--- src/rtl/mem_addr_unit.sv ---
module mem_addr_unit #(
  parameter int BW = 8
) (
  input  logic          clk,
  input  logic          rst_n,
  input  logic [2:0]    mode,
  input  logic [BW-1:0] oper,
  input  logic [BW-1:0] alu_res,
  input  logic          ld_en,
  input  logic          inc_en,
  input  logic          jump,
  output logic [2*BW-1:0] addr,
  output logic [BW-1:0] x_q,
  output logic [BW-1:0] y_q
);
  logic hi_from_y, lo_from_x, x_load, y_load, x_step;

  assign hi_from_y = (mode == 3'd2) || (mode == 3'd3) || (mode == 3'd7);
  assign lo_from_x = (mode == 3'd1) || (mode == 3'd3) || (mode == 3'd7);

  assign addr = {hi_from_y ? y_q : {BW{1'b0}}, lo_from_x ? x_q : oper};

  assign x_load = !jump && ld_en  && (mode == 3'd4);
  assign y_load = !jump && ld_en  && (mode == 3'd5);
  assign x_step = !jump && inc_en && (mode == 3'd7);

  always_ff @(posedge clk) begin
    if (!rst_n) begin
      x_q <= '0;
      y_q <= '0;
    end else begin
      if (x_load)      x_q <= alu_res;
      else if (x_step) x_q <= x_q + 1'b1;
      if (y_load)      y_q <= alu_res;
    end
  end
endmodule


--- config.mk ---
export PLATFORM = sky130hd
export DESIGN_NAME = mem_addr_unit
export DESIGN_NICKNAME = d
export VERILOG_FILES = /design/src/rtl/mem_addr_unit.sv
export SDC_FILE = /design/constraint.sdc
export NUM_CORES = 1
export LEC_CHECK = 0
export ABC_AREA = 0
export BUFFER_PORTS_ARGS = -buffer_cell sky130_fd_sc_hd__buf_4
export CAP_MARGIN = 25
export CORE_MARGIN = 2
export CORE_UTILIZATION = 38
export DETAILED_ROUTE_END_ITERATION = 12
export PLACE_DENSITY_LB_ADDON = 0.08
export SLEW_MARGIN = 20
export SYNTH_ARGS = -nofsm -noshare
export SYNTH_HDL_FRONTEND = slang
export SYNTH_SLANG_ARGS = --single-unit
--- constraint.sdc ---
create_clock -name clk -period 1.3 [get_ports clk]
set_input_delay 0.26 -clock clk [delete_from_list [all_inputs] [get_ports clk]]
set_output_delay 0.26 -clock clk [all_outputs]
set_load 0.01 [all_outputs]
# ---- Word level (Yosys, flattened, before mapping)
# Index checks and enable logic that the tools add are counted.
# W data, S select, Z words.
dict set report classes {
  add_sub_neg 1
  eq_ne 6
  reduce_logical 11
  muxes 4
}
# op count
set ops {}
lappend ops {{$mux W8} 4}
lappend ops {{$eq A3 B3 Y1 const B} 3}
lappend ops {{$add A8 B1 Y8 const B} 1}
lappend ops {{$eq A3 B2 Y1 const B} 2}
lappend ops {{$logic_and A1 B1 Y1} 5}
lappend ops {{$logic_or A1 B1 Y1} 4}
lappend ops {{$eq A3 B1 Y1 const B} 1}
lappend ops {{$reduce_bool A2 Y1} 1}
lappend ops {{$logic_not A1 Y1} 1}
dict set report word_totals {
  input_bits 24
  elab_cells 24
  ff_bits 16
  output_inout_bits 32
}

# ---- Logic depth before layout (Yosys ltp)
# Gate-level depths: netlist of run 1.
dict set report depth {
  depth_word 5
  mapped_depth 5
  depth_no_buf 5
}

# ---- Worst setup path after synthesis of run 1
# Ideal clock, no wire load.
dict set report synth_path {
  path_type {register -> register}
  from {register x_q[0]}
  to {register x_q[7]}
  period_less_slack_ns 1.253
  arrival_time_ns 1.178
  t_required_ns 1.225
  setup_ns 0.075
  path_stages_with_launch 5
  path_buffers 0
  path_slack_ns 0.047
  cell_sequence {dfxtp_1 > and4_1 > nand4_1 > o32a_1 > o22ai_1}
}
dict set report synth_via {
  elab_chain_cells 3
}
# item line_no
set synth_rtl {}
lappend synth_rtl {{from (decl)} 13} ;# output logic [BW-1:0] x_q,
lappend synth_rtl {{from (signal assigned)} 32} ;# if (x_load) x_q <= alu_res;
lappend synth_rtl {{from (signal assigned)} 33} ;# else if (x_step) x_q <= x_q + 1'b1;
lappend synth_rtl {{$add A8 B1 Y8} 33}
lappend synth_rtl {{$mux W8} 33}
lappend synth_rtl {{$mux W8} 32}
# Every way passes these cells. The select of a mux whose other input is x is not followed.
# A chain may end at the register's enable or synchronous reset.

# ---- Final worst setup path of run 1
dict set report layout_path {
  from {input port mode[2]}
  to {output port addr[7]}
}
dict set report layout_via {
  elab_chain_cells 4
  word_cells_on_any_way 6
  classes_between {3 x eq/ne; 1 x mux; 2 x reduce/logical}
}
# item line_no
set layout_rtl {}
lappend layout_rtl {{from (decl)} 6} ;# input logic [2:0] mode,
lappend layout_rtl {{$eq A3 B1 Y1 or $eq A3 B2 Y1 (tied branches)} 19} ;# assign lo_from_x = (mode == 3'd1) || (mode == 3'd3) || (mode == 3'd7);
lappend layout_rtl {{$logic_or A1 B1 Y1} 19}
lappend layout_rtl {{$logic_or A1 B1 Y1 (*)} 19}
lappend layout_rtl {{$mux W8 (*)} 21} ;# assign addr = {hi_from_y ? y_q : {BW{1'b0}}, lo_from_x ? x_q : oper};
lappend layout_rtl {{to (decl)} 12} ;# output logic [2*BW-1:0] addr,
# Mark *: on every way between the ends. The rest lies on a longest branch, timed or not.

==> results by group, run 1 <==
Outcome
  – Status: finished with violations
  – Failing checks: negative setup slack

STA
  – Worst slew pin tran: 469 ps
  – Tcrit/Tclk final: 111%
  – RSZ-0062 raised after global routing: true
  – Min Hold Slack: 213 ps
  – Slew headroom: 68.6%
  – Peak Freq: 692 MHz
  – Final hold violations: 0
  – Max-slew violations: 0
  – Setup-failing EPs final: 10
  – Tmin final: 1450 ps
  – Setup Skew: between 7 and 8 ps
  – Setup TNS: -1060 ps
  – Post-route setup slack: -145 ps

Die
  – Die W: 54.0 um
  – Die H: 54.0 um
  – FP Rows: 18
  – I/O Pins: 56
  – Core area: 2430 um2
  – Die area: 2920 um2
  – Starting Density: roughly two fifths

Setup path
  – CP Capture Type: output port
  – Max incr delay on CP: about 300 ps
  – CP Class: in2out
  – Critical Path AT: 1190 ps
  – Worst-path fanout max: 3
  – WP data required: 1040 ps
  – Worst Setup Start Kind: input port
  – Crit-path cells: buf_8 > inv_4 > o21ai_4 > clkbuf_16 > mux2_4 > buf_6
  – Slowest library cell on the worst path: mux2_4

Yosys
  – Top cell type by total area after synthesis: dfxtp_1
  – Sequential fraction of the synthesis area: 33.7%
  – Synth unique cells: 33
  – Warnings, synthesis: 0
  – #FFs+latches synth: 16
  – Mapped Nets: 138
  – Synth Area in Compound Gates: 17.2%
  – Adder and majority cell fraction of the synthesized area: 1.32%
  – Avg Inst Size Synth: 8.42 um2
  – Share of the synthesized area in the top cell type: 33.7%
  – Mapped Cells: 113
  – Post-synthesis mux area share: between 15 and 20%
  – Cell Area, Synth: 951 um2
  – Synth Area in Simple Gates: between 20% and 30%
  – Largest family of logic cells by synthesized area: simple AND/OR/NAND/NOR gates
  – Area contributors post-synth: dfxtp_1 (34%), mux2_2 (9.5%), mux2i_1 (8.4%), and2_1 (5.3%), a21oi_1 (4.2%)
  – XOR/XNOR Fraction of Synth Area: 0%

Power and ir drop
  – Leak: 0.845 nW
  – IR drop worst, VDD: 0.552 mV
  – Int Power: 0.000841 W
  – Clock group share of total power: ~30%
  – Logic pwr share: 25.8%
  – Sw power: 0.000291 W
  – Seq pwr share: 44.4%
  – Sw Share: about a quarter
  – Power Density: ~650 nW/um2

Finish
  – Fillcell total: 199
  – # diodes: 0
  – Core Util, Final: 72.0%
  – Leading cell types in the layout, fill and taps excluded: buf_4 (64), dfxtp_1 (12), buf_6 (11), nand2_1 (10), nor2_1 (10)
  – Reg area: 325 um2
  – Multi-input logic area: 658 um2
  – Most common cell after layout, fill and taps aside: buf_4
  – Share of cells above drive strength 1: 54.7%
  – Final net count: 218
  – Layout area overhead: 84.1%

Place
  – Setup WS pre-CTS: -157 ps
  – GP Congestion: 0.809
  – Port Buffers: 55
  – Post-DP HPWL: 2.25 mm

CTS
  – TritonCTS clock tree: yes
  – Clock-pin slew on the worst setup and hold paths: roughly 100 ps
  – CTS Sinks: 16
  – Clock insertion delay at the later pin of the skew report: 290 ps
  – CTS Buffer Depth: 2
  – Hold-fix buffers, CTS: 0
  – H-Tree Depth: 1
  – Root Buffer: clkbuf_4
  – CTS Buf Count: 3

Detailed routing
  – Routed len/inst: around 15 um
  – Number of remaining DRC errors: 0
  – Drt via density: 5.28
  – Detail Route Antenna Nets: 0
  – DR vias: 1,172
  – 1st-pass router iterations: 4
  – First DRT Iteration DRCs: 30
  – Total wire length: around 3.3 mm

GRT
  – Global route overflow: 0
  – First-pass GRT wire length: ~4.2 mm
  – Initial antenna violation count: 0
  – Vias in the first global route: 949
  – Largest net degree at the start of global routing: 10
  – Total track usage: 20.1%

Run
  – Max-cap viol count: 0

Worst hold path
  – Worst Hold Class: in2reg
## critical path, delay by kind of cell
family / cells / cell delay, ps
AOI/OAI and AO/OA: 1 / 210
muxes: 1 / 300
buffers and inverters: 4 / 410
## cell type report
| class | count | area share (%) |
|---|---|---|
| timing repair buffer | 78 | 38.0 |
| multi-input combinational | 87 | 37.6 |
| sequential | 16 | 18.6 |
| tap | 30 | 2.14 |
| clock buffer | 4 | 2.07 |
| inverter | 7 | 1.64 |
## routing by layer
metal | global-route usage (%) | share of wire [%]
met4 | 9.17 | 2.2
met3 | 2.50 | 6.6
met5 | 0 | 0
met2 | 32.7 | 47
met1 | 26.3 | 44
## cells in the mapped netlist
| cell type | number |
|---|---|
| clkbuf_1 | 2 |
| and2_1 | 8 |
| buf_2 | 1 |
| o32a_1 | 1 |
| nor4_1 | 1 |
| nand4_1 | 1 |
| nor3_1 | 5 |
| nand2_1 | 10 |
| mux2_2 | 8 |
| inv_1 | 7 |
| a21boi_0 | 1 |
| nor2_1 | 10 |
| o21ai_0 | 1 |
| nor2_2 | 1 |
| a21oi_1 | 8 |
| and4_1 | 1 |
| nand4_2 | 1 |
| dfxtp_1 | 16 |
| o32ai_1 | 1 |
| a22oi_1 | 2 |
| o22ai_1 | 3 |
| and4bb_2 | 1 |
| o21ai_2 | 1 |
| o31ai_1 | 1 |
| or2_0 | 1 |
| nand4bb_1 | 1 |
| ha_1 | 1 |
| a32oi_1 | 1 |
| mux2i_1 | 8 |
| o2bb2ai_1 | 2 |
| o211ai_1 | 1 |
| a2bb2oi_1 | 1 |
| nand3_1 | 5 |
## sequential cells by signal (all words and copies together) (netlist names)
signal and count:
x_q 8, y_q 8
## power groups by stage
stage | combinational [W] | sequential (W) | clock, W
4_1_cts | 0.000238 | 0.000503 | 0.000352
5_1_grt | 0.000309 | 0.000505 | 0.000370
2_1_floorplan | 0.0000798 | 0.000518 | 0
3_5_place_dp | 0.000231 | 0.000514 | 0
6_report | 0.000292 | 0.000503 | 0.000337
3_3_place_gp | 0.000228 | 0.000513 | 0
## logic make-up after synthesis
family	after synthesis
AO/OA/AOI/OAI	24
adder cells (fa/ha/maj)	1
buffers and inverters	10
flip-flops	16
multiplexers	16
AND/OR/NAND/NOR	46
## what timing repair did
action / 4_1_cts / 5_1_grt
gates resized for setup: 7 / 29
setup endpoints to repair: 8 / 18
setup buffers: 2 / 3
gates cloned: 0 / 1
pin swaps: 2 / 3
## worst paths after layout
check | startpoint | to | slack [ps] | depth (start not counted)
hold / removal | alu_res[0] | y_q[0] | 210 | 3
hold reg to reg | x_q[7] | x_q[7] | 520 | 2
setup reg to reg | x_q[0] | x_q[7] | -30 | 5
setup / recovery | mode[2] | addr[7] | -150 | 6
## metrics by stage
stage / total power [W] / cell area [um2] / instances
final: 0.00113 / 1750 / 222
after global routing: 0.00118 / 1750 / 222
after CTS: 0.00109 / 1600 / 218
after detailed placement: 0.000745 / 1530 / 212
after global placement: 0.000741 / 1530 / 212
after floorplan: 0.000598 / 951 / 113
No activity file was read; power rests on OpenSTA's default activity.
==> run 2: changes to the inputs <==
--- a/config.mk
+++ b/config.mk
@@ -9,7 +9,7 @@
 export BUFFER_PORTS_ARGS = -buffer_cell sky130_fd_sc_hd__buf_4
 export CAP_MARGIN = 25
 export CORE_MARGIN = 2
-export CORE_UTILIZATION = 38
+export CORE_UTILIZATION = 30
 export DETAILED_ROUTE_END_ITERATION = 12
 export PLACE_DENSITY_LB_ADDON = 0.08
 export SLEW_MARGIN = 20
==> run 2 against run 1 <==
The run still ends with negative setup slack left. Clock power fell by 18%. Combinational power down 4%. Design area down 1.7%. Wire length down 8.6%. Sequential share of layout area is 0.40 points higher. Non-clock buffer count did not move. Setup slack improved by 41 ps. Clock skew is 2.2 ps lower. Sequential cell count is the same. Sequential power barely moved. Utilization shrank 15 points. Critical path depth decreased by 3. Critical endpoint is now addr[3].
==> results by group, run 2 (synthesis results as in run 1) <==
Outcome
  – Status: finished with violations
  – Failing checks: negative setup slack

Detailed routing
  – Routed len/inst: 13.0 um (-14%)
  – 1st-pass router iterations: 4 (unchanged)
  – DR vias: 1,122 (-4.3%)
  – Total wire length: 3.05 mm (-8.6%)
  – Number of remaining DRC errors: 0 (unchanged)
  – First DRT Iteration DRCs: 19 (-37%)
  – Detail Route Antenna Nets: 0 (unchanged)
  – Drt via density: 4.77 (-9.6%)

Place
  – Port Buffers: 55 (unchanged)
  – GP Congestion: 0.762 (-5.8%)
  – Post-DP HPWL: 2.29 mm (+1.8%)
  – Placed cell areas: 1550 um2 (+1.6%)

Power and ir drop
  – Sw Share: 27.0% (+1.4 points)
  – Int Power: 0.000773 W (-8.1%)
  – Clock group share of total power: 26.1% (-3.7 points)
  – Power Density: 616 nW/um2 (-4.8%)
  – IR drop worst, VDD: 0.310 mV (-44%)
  – Logic pwr share: 26.4% (+0.6 points)
  – Seq pwr share: 47.5% (+3.1 points)
  – Sw power: 0.000286 W (-1.5%)
  – Leak: 0.831 nW (-1.6%)

Finish
  – # diodes: 0 (unchanged)
  – Most common cell after layout, fill and taps aside: buf_4
  – Final net count: 218 (unchanged)
  – Core Util, Final: 56.8% (-15 points)
  – Leading cell types in the layout, fill and taps excluded: buf_4 (64), buf_6 (12), dfxtp_1 (11), nand2_1 (10), nor2_1 (10)
  – Design Area, Final: 1720 um2 (-1.7%)
  – Top flop regs: x_q (8), y_q (8)
  – Layout area overhead: 80.9%
  – Share of cells above drive strength 1: 53.4% (-1.3 points)

CTS
  – Root Buffer: clkbuf_4
  – TritonCTS clock tree: yes
  – Clock-pin slew on the worst setup and hold paths: 100 ps (about the same)
  – H-Tree Depth: 1 (unchanged)
  – Clock insertion delay at the later pin of the skew report: 290 ps (about the same)
  – CTS Sinks: 16 (unchanged)
  – Hold-fix buffers, CTS: 0 (unchanged)
  – CTS Buf Count: 3 (unchanged)
  – CTS Buffer Depth: 2 (unchanged)

GRT
  – First-pass GRT wire length: 4.49 mm (+6.2%)
  – Initial antenna violation count: 0 (unchanged)
  – Total track usage: 16.7% (-3.3 points)
  – Vias in the first global route: 977 (+3.0%)
  – Global route overflow: 0 (unchanged)
  – Largest net degree at the start of global routing: 10 (unchanged)

Setup path
  – R2R Path Start: x_q[0]
  – WP data required: 1040 ps (about the same)
  – Worst Setup Start Kind: register
  – Critical path endpoint: addr[3]
  – Worst-path fanout max: 5 (+2)
  – RR Endpoint: x_q[6]
  – Worst setup path startpoint: x_q[3]
  – CP Capture Type: output port
  – CP Class: reg2out
  – R2R Setup Slk: 10 ps (+40 ps)
  – Cells on worst reg2reg path: 6 (+1)
  – Critical Path AT: 1140 ps (-50 ps)

STA
  – Final hold violations: 0 (unchanged)
  – Post-route setup slack: -105 ps (+40.6 ps)
  – RSZ-0062 raised after global routing: true
  – Max-slew violations: 0 (unchanged)
  – Setup-failing EPs final: 8 (-2)
  – Slew headroom: 73.2% (+4.5 points)
  – Tcrit/Tclk final: 108% (-3.1 points)
  – Min Hold Slack: 205 ps (-7.13 ps)
  – Peak Freq: 712 MHz (+2.9%)
  – Worst slew pin tran: 401 ps (-67.5 ps)
  – Setup Skew: 5.04 ps (-2.20 ps)
  – Tmin final: 1400 ps (-40.6 ps)

Die
  – I/O Pins: 56 (unchanged)
  – Starting Density: 31.4% (-7.7 points)
  – Die H: 60.3 um (+12%)
  – Die area: 3640 um2 (+25%)
  – Core area: 3030 um2 (+24%)
  – FP Rows: 20 (+2)
  – Die W: 60.3 um (+12%)

Worst hold path
  – Hold Path Origin: alu_res[3]
  – Worst Hold Class: in2reg

Run
  – Max-cap viol count: 0 (unchanged)
-- run 2: how the worst min path moves through the flow --
stage          slack [ps]     end  cells after the start
6_report              210  y_q[3]                      3
3_5_place_dp          490  x_q[7]                      2
2_1_floorplan         400  y_q[0]                      2
4_1_cts               210  y_q[3]                      3
3_3_place_gp          480  x_q[7]                      2
5_1_grt               210  y_q[6]                      3
-- run 2: layout make-up --
class | count | area [um2]
Clock buffer | 3 | 22.5
Fill cell | 290 | 1310
Inverter | 7 | 31.3
Multi-Input combinational cell | 87 | 634
Sequential cell | 16 | 327
Tap cell | 44 | 55.1
Timing Repair Buffer | 78 | 651
-- run 2: power groups by stage --
stage	clock network, W	logic [W]	registers [W]
after floorplan	0	0.0000798	0.000518
after global placement	0	0.000233	0.000514
after detailed placement	0	0.000235	0.000514
after CTS	0.000280	0.000240	0.000503
after global routing	0.000305	0.000301	0.000505
final	0.000276	0.000280	0.000503
-- run 2: repair_timing --
item,4_1_cts,5_1_grt
endpoints found under the setup margin,8,16
cloned,0,0
pin swaps,1,2
buffers inserted,0,5
gates resized for setup,2,33
-- run 2: routing by layer --
layer / vias up / track usage [%] / routed length [um]
met5: - / 0 / 0
met4: 0 / 6.67 / 27
met3: 4 / 3.25 / 160
met2: 38 / 27.5 / 1460
met1: 509 / 21.5 / 1410
li1: 571 / - / -
-- run 2: critical path, stage by stage (launching register included) --
cell     delay, ps
dfxtp_2        350
buf_6          120
mux2_4         270
buf_6          120
-- run 2: metrics by stage --
step                setup TNS, ps  std cells  total power [W]  setup slack, ps
floorplan                       0        113         0.000598             47.1
global placement            -1700        227         0.000747             -160
detailed placement          -1960        227         0.000749             -170
CTS                         -1060        230          0.00102             -144
global route                 -907        235          0.00111             -137
finish                       -593        235          0.00106             -105
==> run 3: changes to the inputs <==
--- a/config.mk
+++ b/config.mk
@@ -12,6 +12,7 @@
 export CORE_UTILIZATION = 30
 export DETAILED_ROUTE_END_ITERATION = 12
 export PLACE_DENSITY_LB_ADDON = 0.08
+export SKIP_CTS_REPAIR_TIMING = 1
 export SLEW_MARGIN = 20
 export SYNTH_ARGS = -nofsm -noshare
 export SYNTH_HDL_FRONTEND = slang
==> run 3 against run 2 <==
The flow still finishes with violations (negative setup slack). Critical path type unchanged. Clock skew down 1.0 ps. Combinational power about the same. Critical path depth unchanged. Count of clock-buffer cells in the layout unchanged. Register-to-register slack about the same.
==> results by group, run 3 (synthesis results as in run 1) <==
Outcome
  – Status: finished with violations
  – Failing checks: negative setup slack

Setup path
  – CP Capture Type: output port
  – CP Class: reg2out
  – Worst Setup Start Kind: register
  – R2R Path Start: x_q[0]
  – Cells on worst reg2reg path: 5 (-1)
  – Critical path endpoint: addr[3]
  – R2R Setup Slk: 10 ps (about the same)
  – Critical Path AT: 1140 ps (about the same)
  – RR Endpoint: x_q[7]
  – Worst setup path startpoint: x_q[3]
  – WP data required: 1040 ps (about the same)
  – Worst-path fanout max: 5 (unchanged)

Power and ir drop
  – IR drop worst, VDD: 0.310 mV (about the same)
  – Total power: 0.00106 W (-0.26%)
  – Leak: 0.835 nW (+0.42%)
  – Power Density: 609 nW/um2 (-1.1%)

STA
  – Final hold violations: 0 (unchanged)
  – Max-slew violations: 0 (unchanged)
  – Tmin final: 1400 ps (-4.96 ps)
  – Tcrit/Tclk final: 108% (-0.38 points)
  – RSZ-0062 raised after global routing: true
  – Slew headroom: 72.6% (-0.54 points)
  – Setup Skew: 4.00 ps (-1.05 ps)
  – Setup-failing EPs final: 7 (-1)
  – Post-route setup slack: -99.6 ps (+4.96 ps)
  – Worst slew pin tran: 409 ps (+8.07 ps)
  – Peak Freq: 714 MHz (+0.35%)

GRT
  – Global route overflow: 0 (unchanged)
  – Largest net degree at the start of global routing: 10 (unchanged)
  – Met3 usage: 3.25% (unchanged)
  – Total track usage: 16.6% (-0.18 points)
  – Vias in the first global route: 965 (-1.2%)
  – Busiest layer in global routing: met2
  – Met2 usage: 26.7% (-0.78 points)
  – First-pass GRT wire length: 4.44 mm (-1.1%)
  – Grt met1 use: 21.6% (+0.13 points)
  – Initial antenna violation count: 0 (unchanged)

Detailed routing
  – Number of remaining DRC errors: 0 (unchanged)
  – First DRT Iteration DRCs: 22 (+3)
  – Detail Route Antenna Nets: 0 (unchanged)
  – DR vias: 1,101 (-1.9%)
  – Drt via density: 4.67 (-2.3%)
  – Total wire length: 3.03 mm (-0.85%)
  – 1st-pass router iterations: 4 (unchanged)
  – Routed len/inst: 12.8 um (-1.3%)

CTS
  – CTS Buffer Depth: 2 (unchanged)
  – Clock-pin slew on the worst setup and hold paths: 100 ps (about the same)
  – Root Buffer: clkbuf_4
  – Clock insertion delay at the later pin of the skew report: 290 ps (about the same)
  – CTS Buf Count: 3 (unchanged)
  – TritonCTS clock tree: yes
  – CTS Sinks: 16 (unchanged)
  – H-Tree Depth: 1 (unchanged)

Die
  – Die W: 60.3 um (unchanged)
  – Die area: 3640 um2 (unchanged)
  – Core area: 3030 um2 (unchanged)
  – FP Rows: 20 (unchanged)
  – Starting Density: 31.4% (unchanged)
  – Die H: 60.3 um (unchanged)
  – I/O Pins: 56 (unchanged)

Finish
  – Most common cell after layout, fill and taps aside: buf_4
  – Fillcell total: 294 (+1.4%)
  – Layout area overhead: 82.5%
  – # diodes: 0 (unchanged)
  – Leading cell types in the layout, fill and taps excluded: buf_4 (64), buf_6 (12), dfxtp_1 (11), nand2_1 (10), nor2_1 (10)
  – Top flop regs: x_q (8), y_q (8)
  – Share of cells above drive strength 1: 54.2% (+0.76 points)
  – Design Area, Final: 1740 um2 (+0.87%)
  – Final net count: 219 (+0.46%)

Place
  – Post-DP HPWL: 2.29 mm (unchanged)
  – GP Congestion: 0.762 (unchanged)
  – Placed cell areas: 1550 um2 (unchanged)
  – Port Buffers: 55 (unchanged)
  – Setup WS pre-CTS: -170 ps (unchanged)

Worst hold path
  – Worst Hold Class: in2reg

Run
  – Max-cap viol count: 0 (unchanged)
-- run 3: changes by cell type in the layout (fill, tap and decap cells not counted) --
cell / before / now
inv_2: 0 / 1
buf_8: 1 / 2
inv_4: 2 / 1
ha_2: 0 / 1
ha_1: 1 / 0
-- run 3: how the worst min path moves through the flow --
stage | endpoint | slack [ps] | startpoint | cells past startpoint
final | y_q[3] | 210 | alu_res[3] | 3
after global routing | y_q[6] | 210 | alu_res[6] | 3
after CTS | y_q[3] | 210 | alu_res[3] | 3
after detailed placement | x_q[7] | 490 | x_q[7] | 2
after global placement | x_q[7] | 480 | x_q[7] | 2
after floorplan | y_q[0] | 400 | alu_res[0] | 2
-- run 3: final cells by class --
cell class / instances / area [um2] / share of cell area [%]
timing repair buffer: 79 / 666 / 38.4
multi-input combinational: 87 / 637 / 36.7
sequential: 16 / 327 / 18.8
tap: 44 / 55.1 / 3.17
inverter: 7 / 28.8 / 1.66
clock buffer: 3 / 22.5 / 1.30
-- run 3: per-stage QoR --
step           hold WS [ps]  TNS [ps]  utilization (%)  instances
2_1_floorplan           404         0                -        113
3_3_place_gp            480     -1700             51.3        227
3_5_place_dp            490     -1960             51.3        227
4_1_cts                 212     -1260             52.1        230
5_1_grt                 211      -821             57.3        236
6_report                210      -522             57.3        236
-- run 3: routing by layer --
metal / share of wire, % / up-vias
met5: 0 / -
met4: 0.99 / 0
met3: 4.9 / 4
met2: 47 / 33
met1: 47 / 493
li1: - / 571
-- run 3: worst max-delay path: stages, from the launching register on --
cell and delay (ps):
dfxtp_2 350, buf_6 120, mux2_4 270, buf_6 120
-- run 3: power breakdown --
group / switching, W / leakage (nW) / internal [W] / total (W)
registers: 0.00000589 / 0.132 / 0.000497 / 0.000503
clock network: 0.000164 / 0.0138 / 0.000108 / 0.000272
logic: 0.000112 / 0.689 / 0.000170 / 0.000281
